==> src/rtl/burst_sched.sv <==
module burst_sched #(
  parameter int          HOLDOFF_CYC = 4_000_000,
  parameter int          GAP_CYC     = 50_000,
  parameter int          SYNC_TO_CYC = 2_000_000,
  parameter int          PER_MIN     = 66,
  parameter int          PER_MAX     = 86,
  parameter int          MAX_PULSES  = 65535,
  parameter logic [15:0] LFSR_SEED   = 16'hACE1
) (
  input  logic clk,
  input  logic rst_n,
  input  logic sync_in,
  input  logic eob,
  output logic burst_active,
  output logic xfer_pulse,
  output logic overflow
);
  localparam int HW   = $clog2(HOLDOFF_CYC + 1);
  localparam int GW   = $clog2(GAP_CYC + 1);
  localparam int TW   = $clog2(SYNC_TO_CYC + 1);
  localparam int PW   = $clog2(PER_MAX + 2);
  localparam int LW   = $clog2(MAX_PULSES + 1);
  localparam int SPAN = PER_MAX - PER_MIN + 1;

  typedef enum logic [1:0] {S_HOLD, S_WAIT, S_BURST, S_GAP} st_t;

  st_t           st;
  logic [2:0]    sync_q;
  logic          locked;
  logic [TW-1:0] tcnt;
  logic [HW-1:0] hcnt;
  logic [GW-1:0] gcnt;
  logic [PW-1:0] pcnt;
  logic [LW-1:0] plen;
  logic [15:0]   lfsr;
  logic [PW-1:0] hop, per;
  logic          sync_rise, hold_last, gap_last, start_burst;

  assign sync_rise    = sync_q[1] & ~sync_q[2];
  assign hop          = PW'(({24'd0, lfsr[7:0]} * SPAN) >> 8);
  assign per          = PW'(PER_MIN) + hop;
  assign hold_last    = (hcnt == HW'(HOLDOFF_CYC - 1));
  assign gap_last     = (gcnt == GW'(GAP_CYC - 1));
  assign burst_active = (st == S_BURST);
  assign xfer_pulse   = burst_active && (pcnt == '0);
  assign overflow     = xfer_pulse && (plen == LW'(MAX_PULSES - 1));
  assign start_burst  = (st == S_HOLD && hold_last && !locked) ||
                        (st == S_WAIT && (sync_rise || !locked)) ||
                        (st == S_GAP  && gap_last && !locked);

  always_ff @(posedge clk or negedge rst_n) begin
    if (!rst_n) begin
      st     <= S_HOLD;
      sync_q <= '0;
      locked <= 1'b0;
      tcnt   <= '0;
      hcnt   <= '0;
      gcnt   <= '0;
      pcnt   <= '0;
      plen   <= '0;
      lfsr   <= LFSR_SEED;
    end else begin
      sync_q <= {sync_q[1:0], sync_in};
      lfsr   <= {1'b0, lfsr[15:1]} ^ (lfsr[0] ? 16'hB400 : 16'h0000);

      if (sync_rise) begin
        locked <= 1'b1;
        tcnt   <= '0;
      end else if (locked) begin
        if (tcnt == TW'(SYNC_TO_CYC - 1)) locked <= 1'b0;
        else tcnt <= tcnt + TW'(1);
      end

      unique case (st)
        S_HOLD: begin
          if (hold_last) st <= S_WAIT;
          else hcnt <= hcnt + HW'(1);
        end
        S_WAIT: ;
        S_BURST: begin
          if (xfer_pulse) begin
            pcnt <= per - PW'(1);
            plen <= plen + LW'(1);
          end else begin
            pcnt <= pcnt - PW'(1);
          end
          if (eob || overflow) begin
            st   <= S_GAP;
            gcnt <= '0;
          end
        end
        S_GAP: begin
          if (gap_last) st <= S_WAIT;
          else gcnt <= gcnt + GW'(1);
        end
        default: st <= S_HOLD;
      endcase

      if (start_burst) begin
        st   <= S_BURST;
        pcnt <= per - PW'(1);
        plen <= '0;
      end
    end
  end

  logic [HW-1:0] age;
  logic [GW-1:0] idle_len;
  logic [PW-1:0] sp;
  logic          had;

  always_ff @(posedge clk or negedge rst_n) begin
    if (!rst_n) begin
      age      <= '0;
      idle_len <= GW'(GAP_CYC);
      sp       <= '0;
      had      <= 1'b0;
    end else begin
      if (age != HW'(HOLDOFF_CYC)) age <= age + HW'(1);
      if (burst_active) idle_len <= '0;
      else if (idle_len != GW'(GAP_CYC)) idle_len <= idle_len + GW'(1);
      if (xfer_pulse || start_burst) sp <= PW'(1);
      else if (sp != PW'(PER_MAX + 1)) sp <= sp + PW'(1);
      if (start_burst) had <= 1'b0;
      else if (xfer_pulse) had <= 1'b1;
    end
  end

  a_r1_holdoff: assert property (@(posedge clk) disable iff (!rst_n)
    $rose(burst_active) |-> age == HW'(HOLDOFF_CYC));
  a_r5_min_gap: assert property (@(posedge clk) disable iff (!rst_n)
    $rose(burst_active) |-> idle_len == GW'(GAP_CYC));
  a_r6_spacing: assert property (@(posedge clk) disable iff (!rst_n)
    (xfer_pulse && had) |-> (sp >= PW'(PER_MIN) && sp <= PW'(PER_MAX)));
  a_r7_eob_ends: assert property (@(posedge clk) disable iff (!rst_n)
    (burst_active && eob) |=> !burst_active);
  a_r8_ovf_ends: assert property (@(posedge clk) disable iff (!rst_n)
    overflow |=> !burst_active);
  a_r9_one_cycle: assert property (@(posedge clk) disable iff (!rst_n)
    xfer_pulse |=> !xfer_pulse);
endmodule

==> config.mk <==
export PLATFORM = sky130hd
export DESIGN_NAME = burst_sched
export DESIGN_NICKNAME = d
export VERILOG_FILES = /design/src/rtl/burst_sched.sv
export SDC_FILE = /design/constraint.sdc
export NUM_CORES = 1
export LEC_CHECK = 0
export ABC_AREA = 1
export BUFFER_PORTS_ARGS = -buffer_cell sky130_fd_sc_hd__buf_2
export CAP_MARGIN = 15
export CORE_MARGIN = 2
export CORE_UTILIZATION = 45
export DETAILED_ROUTE_END_ITERATION = 10
export SLEW_MARGIN = 5
export SYNTH_ARGS = -nofsm -noshare
export SYNTH_HDL_FRONTEND = slang
export SYNTH_SLANG_ARGS = --single-unit
==> constraint.sdc <==
create_clock -name clk -period 3.1 [get_ports clk]
set_input_delay 0.465 -clock clk [delete_from_list [all_inputs] [get_ports clk]]
set_output_delay 0.465 -clock clk [all_outputs]
set_load 0.02 [all_outputs]
## Word-level counts from Yosys, hierarchy flattened

Cells that the tools add are included.

| storage, ports and cells | value |
|---|---|
| register bits | 104 |
| input bits | 4 |
| output and inout port bits | 3 |
| logic and storage cells | 79 |

| cells by class | value |
|---|---|
| add/subtract/negate cells | 7 |
| $mul | 1 |
| equal/unequal tests | 13 |
| multiplexer cells | 21 |
| bitwise logic cells | 4 |
| reduce and logical (&&, ||, !) cells | 24 |

Operator list:

| cell | count |
|---|---|
| $mux 16 | 6 |
| $mux 21 | 3 |
| $add 16x1->16 const B | 2 |
| $eq 16x16->1 const B | 2 |
| $pmux 16 s2 | 1 |
| $add 22x1->22 const B | 1 |
| $eq 22x22->1 const B | 1 |
| $add 21x1->21 const B | 1 |
| $eq 21x21->1 const B | 1 |
| $mux 7 | 3 |
| $xor 15x16->16 | 1 |
| $sub 7x1->7 const B | 2 |
| $mul 8x5->13 const B | 1 |
| $mux 2 | 4 |
| $reduce_bool 2->1 | 4 |
| $add 7x5->7 const A | 1 |
| $logic_and 1x1->1 | 7 |
| $logic_not 7->1 | 1 |
| $ne 3x3->1 const B | 2 |
| $pmux 2 s3 | 1 |
| $reduce_and 2->1 | 3 |
| $eq 2x2->1 const B | 2 |
| $logic_or 1x1->1 | 4 |
| $ne 2x2->1 const B | 2 |
| other kinds (11) | 14 |

## Depth between registers and ports, before layout

Gate-level depths: netlist of run 1.

| depth | value |
|---|---|
| word-level depth | 8 |
| mapped depth | 18 |
| depth with buffers taken out | 18 |

## Worst setup path after synthesis of run 1

OpenSTA, ideal clock, no wires.

| timing | value |
|---|---|
| path kind | register -> register |
| start point | register lfsr[5] |
| end point | register pcnt[2] |
| setup time | 0.126 ns |
| arrival | 2.860 ns |
| data required time | 2.974 ns |
| slack | 0.114 ns |
| cell stages (with the launch flop) | 18 |
| buffers on the path | 0 |
| clock period less this slack | 2.986 ns |
| path through | dfstp_2 ha_1 ha_1 inv_1 fa_1 inv_1 ha_1 nand2_1 inv_1 o21ai_0 nand3_1 nand2_1 nand2_1 ha_1 xnor2_1 nand2_1 nand3_1 o21ai_0 |

| between the ends | value |
|---|---|
| word-level cells in the longest chain between the ends | 6 |

RTL lines:

| item | RTL line | source |
|---|---|---|
| start, declared | 35 | `logic [15:0] lfsr;` |
| start signal, assigned | 64 | `lfsr <= {1'b0, lfsr[15:1]} ^ (lfsr[0] ? 16'hB400 : 16'h0000);` |
| $mul 8x5->13 (*) | 40 | `assign hop = PW'(({24'd0, lfsr[7:0]} * SPAN) >> 8);` |
| $add 7x5->7 (*) | 41 | `assign per = PW'(PER_MIN) + hop;` |
| $sub 7x1->7 (*) | 82, 101 |  |
| $mux 7 | 81 | `if (xfer_pulse) begin` |
| $mux 7 | 74 | `unique case (st)` |
| $mux 7 (*) | 99 | `if (start_burst) begin` |
| end signal, assigned | 82 | `pcnt <= per - PW'(1);` |
| end signal, assigned | 85 | `pcnt <= pcnt - PW'(1);` |
| end signal, assigned | 101 | `pcnt <= per - PW'(1);` |
| end, declared | 33 | `logic [PW-1:0] pcnt;` |

Mark *: on every way between the ends. The rest lies on a longest branch, timed or not. The select of a mux whose other input is x is not followed.
A chain may end at the register's enable or synchronous reset.

## Final worst setup path of run 1

| timing | value |
|---|---|
| start point | register lfsr[5] |
| end point | register pcnt[4] |

Same word-level chain as after synthesis.

==> impl_metrics.tcl, run 1 <==
set metrics [dict create \
    outcome "complete, no violations" \
    endpoint_kind "flop" \
    gp_congestion 0.945 \
    antenna_left 0 \
    rsz0062_at_grt "true" \
    cts_sinks 104 \
    io_buffers 6 \
    cp_max_fo 3 \
    setup_viol 0 \
    crit_chain "ha_4, ha_1, inv_1, fa_1, inv_2, ha_4, nand2_4, inv_2, nand3_2, nand3_2, nand2_1, nand2_2, ha_4, nand3_4, o21ai_2, nand3_2, a21oi_1" \
    slew_headroom 0.643 \
    hp-class "in -> async" \
    die-area_um2 15400 \
    synthesis.nets 866 \
    cts_setup_buffers 0 \
    start_util 0.465 \
    grt_antenna_before_repair 0 \
    cts_tree "yes" \
    cp-start-kind "flop" \
    coreArea_um2 14000 \
    drv_slew 0 \
    grt-ovfl-total 0 \
    cp_top_family "adder cells" \
    syn-cell-area_um2 6510 \
    critPathArrivalTime_ps 3310 \
    cts_buffers 9 \
    routed_wl_um 13700 \
    ys_seq_elements 104 \
    grt_pass1_wl_um 24200 \
    fin_skew_ps 12.9 \
    post-route-min-period_ps 3030 \
    post_drt_wl_per_cell_um 13.5 \
    worst_skew_pair.late_latency_ps 360 \
    fin_cells 1021 \
    r2r_cells 17 \
    hpwlAfterDp_um 9710 \
    max_freq_ghz 0.330 \
    nets 879 \
    drt_iter0_markers 423 \
    syn_area_per_cell_um2 7.91 \
    path_depth 17 \
    peakVddDrop_mv 0.268 \
    power.density_nw_per_um2 375 \
    die_w_um 124 \
    cts-root-buf "clkbuf_16" \
    leakagePower_nw 3.34 \
    power_w 0.00271 \
    grt_pass1_vias 5357 \
    finalCritPeriodShare 0.978 \
    place_area_um2 6760 \
    drc_errors 0 \
    worstMarginPinSlew_ps 535 \
    n_antenna_cell 0 \
    io_pins 7 \
    crit_required_ps 3380 \
    setup_slack_ps 69.2 \
    hold_violations 0 \
    design_area_um2 7240 \
    whs_ps 81.2 \
    ys.warnings.count 0 \
    grt_max_degree 65 \
    placedCellCount 1005 \
    crit_path_top_delay_cell "dfstp_2" \
    viasPerCell 5.29 \
    cts_hold_repair.buffers 0 \
    ys_types 35 \
    dp_slack_ps -61.1 \
    area_growth_pct 11.2 \
    syn_inst 823 \
    drive_gt1_frac 0.128 \
    first_pass_iters 5 \
    track_usage 0.186 \
    synth.yosys.seq_area_share 0.401 \
    max_stage_delay_ps 560 \
    clk_pin_slew_ps 80 \
    die_y_um 124 \
    max-cap-violations 0 \
    num_rows 43 \
    path_class "reg -> reg" \
    crit_buf_inv 3 \
    cts_buffer_depth 2 \
    vias 5400 \
    htreeDepth 3 \
]
[worst paths after layout]
path,start,end,slack (ps)
max in group asynchronous,rst_n,lfsr[6]$_DFF_PN1_,2250
worst max register to register,lfsr[5]$_DFF_PN1_,pcnt[4]$_DFFE_PN0P_,70
min in group clk,sync_in,sync_q[0]$_DFF_PN0_,210
worst max-delay path,lfsr[5]$_DFF_PN1_,pcnt[4]$_DFFE_PN0P_,70
worst min-delay path,rst_n,hcnt[8]$_DFFE_PN0P_,80
worst min register to register,lfsr[9]$_DFF_PN0_,lfsr[8]$_DFF_PN0_,350
[flip-flops by register name, indices dropped and copies added, names as in the netlist]
register	flops
gcnt	16
tcnt	21
hcnt	22
locked	1
plen	16
st	2
lfsr	16
pcnt	7
sync_q	3
[synth_stat cells]
library cell  instances  area share
nor3b_1               1      0.0012
nand3b_1              5      0.0058
inv_1                98       0.057
dfrtp_1              96        0.37
nand3_1              72       0.055
nand2_1             197        0.11
buf_2                 5      0.0038
nand2_2               5      0.0048
o21ai_0              36       0.028
fa_1                  2      0.0062
buf_6                 4      0.0069
xor2_1               35       0.047
dfstp_2               8       0.032
o21bai_1              1      0.0012
inv_2                 6      0.0035
o31ai_2               5      0.0096
nor3_2                2      0.0031
o31ai_1               9       0.010
a31oi_1               1     0.00096
nor4_1               12       0.012
nor3_1               25       0.019
clkbuf_1              3      0.0017
a22oi_1               1      0.0012
or2_2                 6      0.0058
nor2_1               69       0.040
o21ai_1               1     0.00077
a21oi_1              16       0.012
buf_4                 1      0.0012
xnor2_1              18       0.024
nand2_4               4      0.0069
ha_1                 37       0.071
nor2_4                3      0.0052
nand4_1              29       0.028
nor2_2                5      0.0048
nand3_2               5      0.0077
[metrics by stage]
step,TNS [ps],util
3_3_place_gp,-8.35,0.483
3_5_place_dp,-83.2,0.483
2_1_floorplan,0,-
4_1_cts,0,0.507
5_1_grt,-201,0.517
6_report,0,0.517
[cell usage in the layout (no fill, tap or decap), types with 6 or more instances in the layout]
cell type,instances
nor4_1,12
ha_1,30
inv_2,9
o21ai_0,33
dfstp_2,8
nand3_2,9
ha_4,7
nand2_1,190
xor2_1,35
nor3_1,25
nor2_2,8
a21oi_1,15
nand3_1,67
inv_1,95
xnor2_1,17
nand2_2,11
nor2_1,66
clkbuf_16,9
nand4_1,29
or2_2,6
dfrtp_1,96
buf_4,9
o31ai_1,9
[logic make-up after synthesis]
family | synth area share
flip-flops | 0.401
buffers and inverters | 0.0736
XOR/XNOR | 0.0713
AO/OA/AOI/OAI | 0.0640
AND/OR/NAND/NOR | 0.313
adder cells (fa/ha/maj) | 0.0773
[metal layers]
layer	routed length [um]	global-route usage	up-vias	share of wire
li1	-	-	2718	-
met1	6360	0.236	2574	0.46
met2	6690	0.317	89	0.49
met3	449	0.0412	19	0.033
met4	247	0.0549	0	0.018
met5	0	0	-	0
[timing repair]
| action | CTS | global route |
|---|---|---|
| endpoints found under the hold margin | 0 | 0 |
| pin swaps | 1 | 12 |
| resized for setup | 4 | 31 |
| setup endpoints to repair | 3 | 5 |
| gates cloned | 0 | 0 |
[power by group]
group	total [W]	leakage, nW	switching, W	internal, W
clock	0.00118	0.146	0.000540	0.000640
sequential	0.00142	1.38	0.0000363	0.00138
combinational	0.000112	1.82	0.0000794	0.0000330
[final cells by class]
cell class	count	area [um^2]
sequential	104	2610
timing repair buffer	15	113
clock buffer	10	229
tap	180	225
multi-input combinational	602	3590
fill	1319	6750
clock inverter	6	80.1
inverter	104	390
Power figures use the tool's default switching activity.
==> inputs of run 2 (changes only) <==
CTS_BUF_LIST = sky130_fd_sc_hd__clkbuf_8   (was default)
==> impl_metrics.tcl, run 2 (synthesized netlist as in run 1, its figures left out) <==
set metrics [dict create \
    outcome "complete, no violations" \
    cts_sinks 104 \
    routed_wl_um 13600 \
    largest_reg_flops 22 \
    power_w 0.00242 \
    critPathArrivalTime_ps 3310 \
    clk_pin_slew_ps 110 \
    cts-root-buf "clkbuf_8" \
    gp_congestion 0.945 \
    vias 5395 \
    max_freq_ghz 0.334 \
    fin_skew_ps 10.8 \
    io_buffers 6 \
    setup_viol 0 \
    die-area_um2 15400 \
    crit_chain "ha_4, ha_1, inv_1, fa_1, inv_2, ha_4, nand2_4, inv_2, nand3_2, nand3_2, nand2_1, nand2_2, ha_4, nand3_4, o21ai_2, nand3_2, a21oi_1" \
    first_pass_iters 5 \
    grt_pass1_vias 5365 \
    fin_cells 1021 \
    start_util 0.465 \
    endpoint_kind "flop" \
    n_antenna_cell 0 \
    final_common_cell "nand2_1" \
    place_area_um2 6760 \
    cp_max_fo 3 \
    cts_hold_repair.buffers 0 \
    finalCritPeriodShare 0.967 \
    grt_max_degree 65 \
    fin_tns_setup_ps 0 \
    grt-ovfl-total 0 \
    post_drt_wl_per_cell_um 13.3 \
    biggestRegsByFlops "hcnt (22), tcnt (21)" \
    drive_gt1_frac 0.128 \
    antenna_left 0 \
    die_y_um 124 \
    cp-start-kind "flop" \
    final_cell_mix "nand2_1 (190), inv_1 (96), dfrtp_1 (96)" \
    hp-class "in -> async" \
    max-cap-violations 0 \
    crit_required_ps 3410 \
    drv_slew 0 \
    track_usage 0.183 \
    num_rows 43 \
    viasPerCell 5.28 \
    max_stage_delay_ps 570 \
    crit_path_top_delay_cell "dfstp_2" \
    peakVddDrop_mv 0.186 \
    worst_skew_pair.late_latency_ps 380 \
    hold_violations 0 \
    nets 879 \
    cts_tree "yes" \
    drt_iter0_markers 391 \
    coreArea_um2 14000 \
    htreeDepth 3 \
    cts_buffers 9 \
    leakagePower_nw 3.30 \
    placedCellCount 1005 \
    rsz0062_at_grt "true" \
    io_pins 7 \
    design_area_um2 7140 \
    post-route-min-period_ps 3000 \
    power.density_nw_per_um2 339 \
    grt_pass1_wl_um 24000 \
    n_fill_cell 1335 \
    die_w_um 124 \
    regMostFlops "hcnt" \
    hpwlAfterDp_um 9710 \
    worstMarginPinSlew_ps 531 \
    drc_errors 0 \
    area_growth_pct 9.61 \
    grt_antenna_before_repair 0 \
    cts_buffer_depth 2 \
    slew_headroom 0.646 \
    path_class "reg -> reg" \
]
==> run 2: power by group <==
group	internal, W	leakage (nW)	switching, W	total (W)
registers	0.00138	1.38	0.0000363	0.00142
logic	0.0000330	1.82	0.0000793	0.000112
clock network	0.000383	0.104	0.000503	0.000887
==> run 2: path summary, 6_finish.rpt <==
| kind | start | end | slack, ps | depth (start not counted) |
|---|---|---|---|---|
| worst max-delay path | lfsr[5]$_DFF_PN1_ | pcnt[4]$_DFFE_PN0P_ | 100 | 17 |
| worst min-delay path | rst_n | hcnt[7]$_DFFE_PN0P_ | 50 | 1 |
| worst max register to register | lfsr[5]$_DFF_PN1_ | pcnt[4]$_DFFE_PN0P_ | 100 | 17 |
| worst min register to register | lfsr[9]$_DFF_PN0_ | lfsr[8]$_DFF_PN0_ | 360 | 0 |
| max in group asynchronous | rst_n | lfsr[6]$_DFF_PN1_ | 2280 | 2 |
| min in group clk | sync_in | sync_q[0]$_DFF_PN0_ | 180 | 1 |
==> run 2: critical path: cells and delay by family, from the launching register on <==
kind | cells | cell delay (ps)
adder cells (fa/ha/maj) | 5 | 1420
flip-flops | 1 | 570
buffers and inverters | 3 | 160
AO/OA/AOI/OAI | 2 | 270
AND/OR/NAND/NOR | 7 | 530
==> run 2: stage by stage <==
stage                     hold WS, ps  worst slack [ps]   util
after detailed placement          346             -61.1  0.483
after global routing             66.1             -21.7  0.510
after floorplan                   169               114      -
final                            46.6               104  0.510
after CTS                        37.0              14.0  0.500
after global placement            336             -7.01  0.483
==> run 2: final cells by class <==
cell class                 count  area (um^2)  area share
timing repair buffer          15          113      0.0158
multi-input combinational    602         3590       0.503
tap                          180          225      0.0316
clock buffer                   9          124      0.0174
sequential                   104         2610       0.366
clock inverter                 7         83.8      0.0117
inverter                     104          390      0.0547
==> run 2: metal layers <==
metal  GRT usage  routed length [um]  up-vias  part of all wire
met5           0                   0        -                 0
met1       0.233                6400     2567              0.47
li1            -                   -     2720                 -
met2       0.312                6480       88              0.48
met3      0.0361                 392       20             0.029
met4      0.0635                 275        0             0.020
==> run 2: repair_timing <==
item,4_1_cts,5_1_grt
setup endpoints to repair,3,5
pin swaps,1,8
setup buffers,0,0
gates resized for setup,6,29
